## src/rtl/dtg_pkg.sv

```systemverilog
package dtg_pkg;

  // Output level of a strobe that has a polarity and an enable.
  function automatic logic drive_level(input logic asserted, input logic en, input logic pol);
    return (en && asserted) ? pol : ~pol;
  endfunction

  typedef enum logic {EDGE_FALL = 1'b0, EDGE_RISE = 1'b1} launch_edge_e;

endpackage

```

## src/rtl/dtg_axis.sv

```systemverilog
// One raster axis: position counter plus interval decode.
module dtg_axis #(
  parameter int W = 12
) (
  input  logic         clk,
  input  logic         rst,
  input  logic         step,
  input  logic [W-1:0] len_act,
  input  logic [W-1:0] len_front,
  input  logic [W-1:0] len_sync,
  input  logic [W-1:0] len_back,
  output logic [W-1:0] pos,
  output logic         last,
  output logic         in_act,
  output logic         in_sync
);
  localparam int TW = W + 2;

  logic [TW-1:0] end_act, end_front, end_sync, end_total, cnt;

  always_comb begin
    end_act   = {2'b00, len_act};
    end_front = end_act + {2'b00, len_front};
    end_sync  = end_front + {2'b00, len_sync};
    end_total = end_sync + {2'b00, len_back};
  end

  assign last    = (cnt == end_total - TW'(1));
  assign in_act  = (cnt < end_act);
  assign in_sync = (cnt >= end_front) && (cnt < end_sync);
  assign pos     = cnt[W-1:0];

  always_ff @(posedge clk) begin
    if (rst)       cnt <= '0;
    else if (step) cnt <= last ? '0 : cnt + TW'(1);
  end

  // Position never reaches the interval total (R1 horizontally, R2 vertically)
  assert_cnt_bound_R1: assert property (@(posedge clk) disable iff (rst) cnt < end_total);

endmodule

```

## src/rtl/dtg_launch.sv

```systemverilog
// Output register pair: one copy per clock edge, edge chosen by rise_sel.
module dtg_launch #(
  parameter int W = 1
) (
  input  logic         clk,
  input  logic         rst,
  input  logic         rise_sel,
  input  logic [W-1:0] d,
  input  logic [W-1:0] idle,
  output logic [W-1:0] q
);
  logic [W-1:0] q_rise, q_fall;
  logic         armed;

  always_ff @(posedge clk) begin
    if (rst) q_rise <= idle;
    else     q_rise <= d;
  end

  always_ff @(negedge clk) begin
    if (rst) q_fall <= idle;
    else     q_fall <= d;
  end

  always_ff @(posedge clk) begin
    if (rst) armed <= 1'b0;
    else     armed <= 1'b1;
  end

  assign q = rise_sel ? q_rise : q_fall;

  // Falling copy leads the rising copy by half a clock
  assert_half_lead_R6: assert property (@(posedge clk) disable iff (rst)
    armed |-> q_rise == $past(q_fall));

endmodule

```

## src/rtl/disp_timing_gen.sv

```systemverilog
module disp_timing_gen
  import dtg_pkg::*;
#(
  parameter int HW = 12,
  parameter int VW = 11
) (
  input  logic          clk,
  input  logic          rst,
  input  logic [HW-1:0] h_act_len,
  input  logic [HW-1:0] h_front_len,
  input  logic [HW-1:0] h_sync_len,
  input  logic [HW-1:0] h_back_len,
  input  logic [VW-1:0] v_act_len,
  input  logic [VW-1:0] v_front_len,
  input  logic [VW-1:0] v_sync_len,
  input  logic [VW-1:0] v_back_len,
  input  logic          line_double,
  input  logic          hs_pol,
  input  logic          vs_pol,
  input  logic          de_pol,
  input  logic          hs_en,
  input  logic          vs_en,
  input  logic          de_en,
  input  logic          data_rise,
  input  logic          sync_edge_own,
  input  logic          sync_rise,
  output logic          hsync_o,
  output logic          vsync_o,
  output logic          de_o,
  output logic          sof_o,
  output logic [HW-1:0] pix_x,
  output logic [VW-1:0] pix_y
);
  localparam int DW = 2 + HW + VW;

  // Frame-synchronous copies of the timing inputs
  logic [HW-1:0] s_ha, s_hf, s_hs, s_hb;
  logic [VW-1:0] s_va, s_vf, s_vs, s_vb;
  logic          s_dbl;

  logic [HW-1:0] h_pos;
  logic [VW-1:0] v_pos;
  logic          h_last, h_in_act, h_in_sync;
  logic          v_last, v_in_act, v_in_sync;
  logic          rep, v_step, frame_end;
  logic          de_raw, sof_raw;

  assign v_step    = h_last && !(s_dbl && v_in_act && !rep);
  assign frame_end = h_last && v_last;

  always_ff @(posedge clk) begin
    if (rst || frame_end) begin
      s_ha  <= h_act_len;  s_hf <= h_front_len; s_hs <= h_sync_len; s_hb <= h_back_len;
      s_va  <= v_act_len;  s_vf <= v_front_len; s_vs <= v_sync_len; s_vb <= v_back_len;
      s_dbl <= line_double;
    end
  end

  always_ff @(posedge clk) begin
    if (rst)         rep <= 1'b0;
    else if (h_last) rep <= s_dbl && v_in_act && !rep;
  end

  dtg_axis #(.W(HW)) u_h (
    .clk(clk), .rst(rst), .step(1'b1),
    .len_act(s_ha), .len_front(s_hf), .len_sync(s_hs), .len_back(s_hb),
    .pos(h_pos), .last(h_last), .in_act(h_in_act), .in_sync(h_in_sync)
  );

  dtg_axis #(.W(VW)) u_v (
    .clk(clk), .rst(rst), .step(v_step),
    .len_act(s_va), .len_front(s_vf), .len_sync(s_vs), .len_back(s_vb),
    .pos(v_pos), .last(v_last), .in_act(v_in_act), .in_sync(v_in_sync)
  );

  assign de_raw  = h_in_act && v_in_act;
  assign sof_raw = de_raw && (h_pos == '0) && (v_pos == '0) && !rep;

  logic [DW-1:0] data_d, data_idle, data_q;
  logic [1:0]    sync_d, sync_idle, sync_q;
  logic          sync_sel;

  assign data_d    = {drive_level(de_raw, de_en, de_pol), sof_raw,
                      de_raw ? h_pos : '0, de_raw ? v_pos : '0};
  assign data_idle = {~de_pol, 1'b0, {HW{1'b0}}, {VW{1'b0}}};
  assign sync_d    = {drive_level(h_in_sync, hs_en, hs_pol), drive_level(v_in_sync, vs_en, vs_pol)};
  assign sync_idle = {~hs_pol, ~vs_pol};
  assign sync_sel  = sync_edge_own ? sync_rise : data_rise;

  dtg_launch #(.W(DW)) u_data (
    .clk(clk), .rst(rst), .rise_sel(data_rise), .d(data_d), .idle(data_idle), .q(data_q)
  );

  dtg_launch #(.W(2)) u_sync (
    .clk(clk), .rst(rst), .rise_sel(sync_sel), .d(sync_d), .idle(sync_idle), .q(sync_q)
  );

  assign {de_o, sof_o, pix_x, pix_y} = data_q;
  assign {hsync_o, vsync_o}          = sync_q;

  assert_sof_single_R10: assert property (@(posedge clk) disable iff (rst)
    sof_raw |=> !sof_raw);

  assert_dbl_hold_R8: assert property (@(posedge clk) disable iff (rst)
    (s_dbl && h_last && v_in_act && !rep) |=> (v_pos == $past(v_pos)) && rep);

  assert_cfg_frozen_R9: assert property (@(posedge clk) disable iff (rst)
    !frame_end |=> $stable(s_ha) && $stable(s_va) && $stable(s_hb) && $stable(s_vb) && $stable(s_dbl));

endmodule

```

## config.mk

```make
export PLATFORM = sky130hd
export DESIGN_NAME = disp_timing_gen
export DESIGN_NICKNAME = d
export VERILOG_FILES = /design/src/rtl/dtg_pkg.sv /design/src/rtl/dtg_axis.sv /design/src/rtl/dtg_launch.sv /design/src/rtl/disp_timing_gen.sv
export SDC_FILE = /design/constraint.sdc
export NUM_CORES = 1
export LEC_CHECK = 0
export ABC_AREA = 0
export BUFFER_PORTS_ARGS = -buffer_cell sky130_fd_sc_hd__buf_4
export CAP_MARGIN = 15
export CORE_MARGIN = 2
export CORE_UTILIZATION = 63
export DETAILED_ROUTE_END_ITERATION = 16
export GPL_TIMING_DRIVEN = 0
export PLACE_DENSITY = 0.85
export SYNTH_ARGS = -nofsm -noshare
export SYNTH_HDL_FRONTEND = slang
export SYNTH_SLANG_ARGS = --single-unit
export TNS_END_PERCENT = 5
```

## constraint.sdc

```tcl
create_clock -name clk -period 31.5 [get_ports clk]
set_input_delay 3.15 -clock clk [delete_from_list [all_inputs] [get_ports clk]]
set_output_delay 3.15 -clock clk [all_outputs]
set_load 0.01 [all_outputs]
```

# Yosys cells after proc, flatten, opt, wreduce, memory -nomap -nowiden
# Index checks and enable logic that the tools add are counted.
[totals]
reg_bits = 175
latchBits = 0
ram_bits = 0
romBits = 0
in_bits = 104
out_inout_bits = 27
elab_cells = 67
n_memories = 0
[op_classes]
add_sub_neg = 10
mul = 0
n_div = 0
order_cmp = 6
n_eq_ne = 2
shifts = 0
muxes = 11
bitwise = 3
n_reduce_logical = 19
[ops]
columns = ["operator", "n"]
rows = [
  ["$mux 25", 2],
  ["$add 14x12->14", 2],
  ["$add 13x11->13", 2],
  ["$add 14x1->14 const B", 1],
  ["$eq 14x14->1", 1],
  ["$ge 14x14->1", 1],
  ["$lt 14x12->1", 1],
  ["$lt 14x14->1", 1],
  ["$sub 14x1->14 const B", 1],
  ["$add 12x12->13", 1],
  ["$add 13x1->13 const B", 1],
  ["$eq 13x13->1", 1],
  ["$ge 13x13->1", 1],
  ["$logic_and 1x1->1", 13],
  ["$lt 13x11->1", 1],
  ["$lt 13x13->1", 1],
  ["$mux 13", 1],
  ["$sub 13x1->13 const B", 1],
  ["$add 11x11->12", 1],
  ["$logic_not 12->1", 1],
  ["$mux 12", 1],
  ["$logic_not 11->1", 1],
  ["$mux 11", 1],
  ["$mux 1", 4],
  ["other kinds (5)", 9],
]

# Longest topological paths before layout
[logic_depth]
word_depth = 7
mapped_depth = 29
ltp_nobuf = 28

# Cells and area by module
# A second synthesis with hierarchy kept.
[unflattened]
cells_unflattened = 1184
hier_area_um2 = 12070.3
[modules_own_cells]
columns = ["mod", "instances", "cells_per_inst", "area_each_um2", "seq_area_each_um2"]
rows = [
  ["dtg_axis at u_h", 1, 476, 3632.2, 280.3],
  ["dtg_axis at u_v", 1, 445, 3342.0, 260.2],
  ["disp_timing_gen", 1, 147, 3146.8, 2812.7],
  ["dtg_launch at u_data", 1, 107, 1820.5, 1001.0],
  ["dtg_launch at u_sync", 1, 9, 128.9, 80.1],
]

==> impl_metrics.ini <==
[placement]
gp_congestion = 0.904
port_buffers = 129
dp_hpwl_um = 21000
pre_cts_ws_ns = 9.76

[synth]
synth_edf_count = 93
synth_top_area_share_pct = 23.7
netlist_area_um2 = 11800
synth_fp_nets = 1471
synth_area_per_cell_um2 = 9.80
yosys_warnings = 0
ys_types = 75
yosys-top-cells-area = edfxtp_1 (24%), ha_1 (17%), dfxtp_1 (14%)
ys_seq_area_share_pct = 37.7
synthCells = 1200
async_reset_ff_share_pct = 0
yosys.area.top_type = edfxtp_1
synth-main-ff-cell = edfxtp_1
synth-seq-cells = 175

[clock_tree]
clkSinkCount = 175
cts_made_buffers = 17
postCtsResizedCells = 0
postCtsSetupRepairBufs = 0
clkSlewWorstSetupHoldPaths_ns = 0.07
clock_path_buffers = 2
root_buffer = clkbuf_16
clkLatencyLatePin_ns = 0.47
ctsHoldBuffers = 0
cts_tree = built
h-tree-depth = 4

[drt]
drc = 0
vias = 9480
ant_nets = 0
wl_um = 27100
dr.pass1.iters = 5
wire_per_inst_um = 16.8
viasPerCell = 5.86
drt_iter0_markers = 751

[finish]
layout_commonest_cell = ha_1
fin_nets = 1648
num_antenna_cells = 0
area_growth_pct = 17.1
final_cell_mix = ha_1 (161), inv_1 (160), buf_4 (129), edfxtp_1 (93), dfxtp_1 (82)
drive_above_1_share_pct = 15.5

[timing]
clock_skew_ns = 0.0364
tightest_slew_ns = 0.755
fin_ws_ns = 9.58
slew_viol_final = 0
grt_setup_unrepaired = no
setup_tns_ns = 0
holdWs_ns = 0.479
relSlewSlack_pct = 49.5
hold_viol_final = 0
setup_viol = 0

[global_route]
grt_max_degree = 30
grt_remaining_overflow = 0
grt_first_pass_wirelength_um = 44600
antenna_found_initial = 0
gr-usage-all-layers_pct = 28.1
grt_pass1_vias = 9320

[power]
p_leak_nw = 6.44
ir_drop_uv = 43.3
power_density_nw_per_um2 = 66.1
finalPower_uw = 911

[min_path]
hold_start = rep
hp-class = reg2reg

[worst_setup_path]
slowest_stage = a2111oi_0
path_cells = ha_1 -> inv_1 -> fa_1 -> nor2b_1 -> o21ai_0 -> a21boi_0 -> o21ai_0 -> a21boi_0 -> o21ai_0 -> a21boi_0 -> mux2i_1 -> or2_2 -> ha_1 -> nand2_1 -> o31ai_1 -> xnor2_1 -> ha_1 -> a21o_1 -> a2111oi_0 -> o21ai_0 -> a311oi_1 -> xnor2_1
crit_buf_inv = 1
crit_type = reg2reg
crit_required_ns = 16.06
r2r_start = s_va[0]
crit_path_start_kind = register
crit_top_cell = o21ai_0
cp-startpoint = s_va[0]
cp_max_fo = 5
cp_top_family = compound AO/OA/AOI/OAI gates
arrival_ns = 6.49
max_stage_delay_ns = 0.51
end_kind = register

[die]
rows = 49
fp.dieW_um = 141
ios = 131
die_h_um = 141
die_area_um2 = 19800
start_util_pct = 64.8
core_um2 = 18100

[run]
cap_violations = 0

[status]
status = completed
[metal layers]
metal / routed length, um / GRT usage, % / up-vias
met1: 11900 / 37.7 / 4367
met3: 1970 / 4.65 / 61
met4: 723 / 9.05 / 0
li1: - / - / 4680
met2: 12600 / 46.9 / 372
met5: 0 / 0 / -
[final cells by class]
class | instances | area [um^2]
inverter | 133 | 499
tap | 229 | 287
timing repair buffer | 132 | 1040
clock buffer | 19 | 433
clock inverter | 40 | 239
buffer | 22 | 96.3
sequential | 175 | 4430
multi-input combinational | 869 | 6740
fill | 1241 | 4380
[stage by stage]
step / cell area [um^2] / cells / utilization, %
6_report: 13800 / 1619 / 75.9
5_1_grt: 13800 / 1619 / 75.9
4_1_cts: 13800 / 1619 / 75.9
3_5_place_dp: 13100 / 1561 / 72.2
3_3_place_gp: 13000 / 1558 / 71.7
2_1_floorplan: 11800 / 1200 / -
[logic make-up after synthesis]
group | after synthesis | share of synthesized area, %
AND/OR/NAND/NOR | 318 | 14.5
AO/OA/AOI/OAI | 263 | 14.9
flip-flops | 175 | 37.7
adder cells (fa/ha/maj) | 167 | 18.2
buffers and inverters | 156 | 5.10
XOR/XNOR | 88 | 6.55
multiplexers | 33 | 3.13
[report_power, final]
group,internal [mW],switching (mW)
Sequential,0.249,0.00425
Combinational,0.185,0.247
Clock,0.117,0.108
Total,0.551,0.359
[worst min-delay path, cell delays in order, from the launching register on]
cell and delay (ns):
dfxtp_1 0.31, inv_1 0.06, a21oi_1 0.06
[registers in the layout (all words and copies together) (netlist names), 12 cells and up]
register	cells
u_v.cnt	13
u_data.q_rise	25
u_h.cnt	14
s_hb	12
u_data.q_fall	25
s_hs	12
s_hf	12
s_ha	12
[synth_stat cells, types with 7 or more instances]
library cell / n
mux2_2: 27
clkbuf_1: 15
and3_1: 18
edfxtp_1: 93
a21oi_1: 58
nand4_1: 14
inv_1: 134
o21ai_1: 7
dfxtp_1: 82
a21o_1: 31
nor2b_1: 14
nand2_1: 48
nor4_1: 10
nand2b_1: 35
xnor2_1: 52
and2_1: 29
nor2_1: 61
a211oi_1: 12
ha_1: 161
o21ai_0: 48
or3_1: 7
a31oi_1: 20
xor2_1: 36
nor3_1: 24
nand3_1: 30
or2_2: 7
o21a_1: 14
o21bai_1: 10
[path summary, 6_finish.rpt]
path	to	slack, ns	cells past startpoint
max	u_sync.q_fall[0]	9.58	22
min	rep	0.48	2
max reg2reg	u_sync.q_fall[0]	9.58	22
min reg2reg	rep	0.48	2
(Power assumes the default switching activity.)
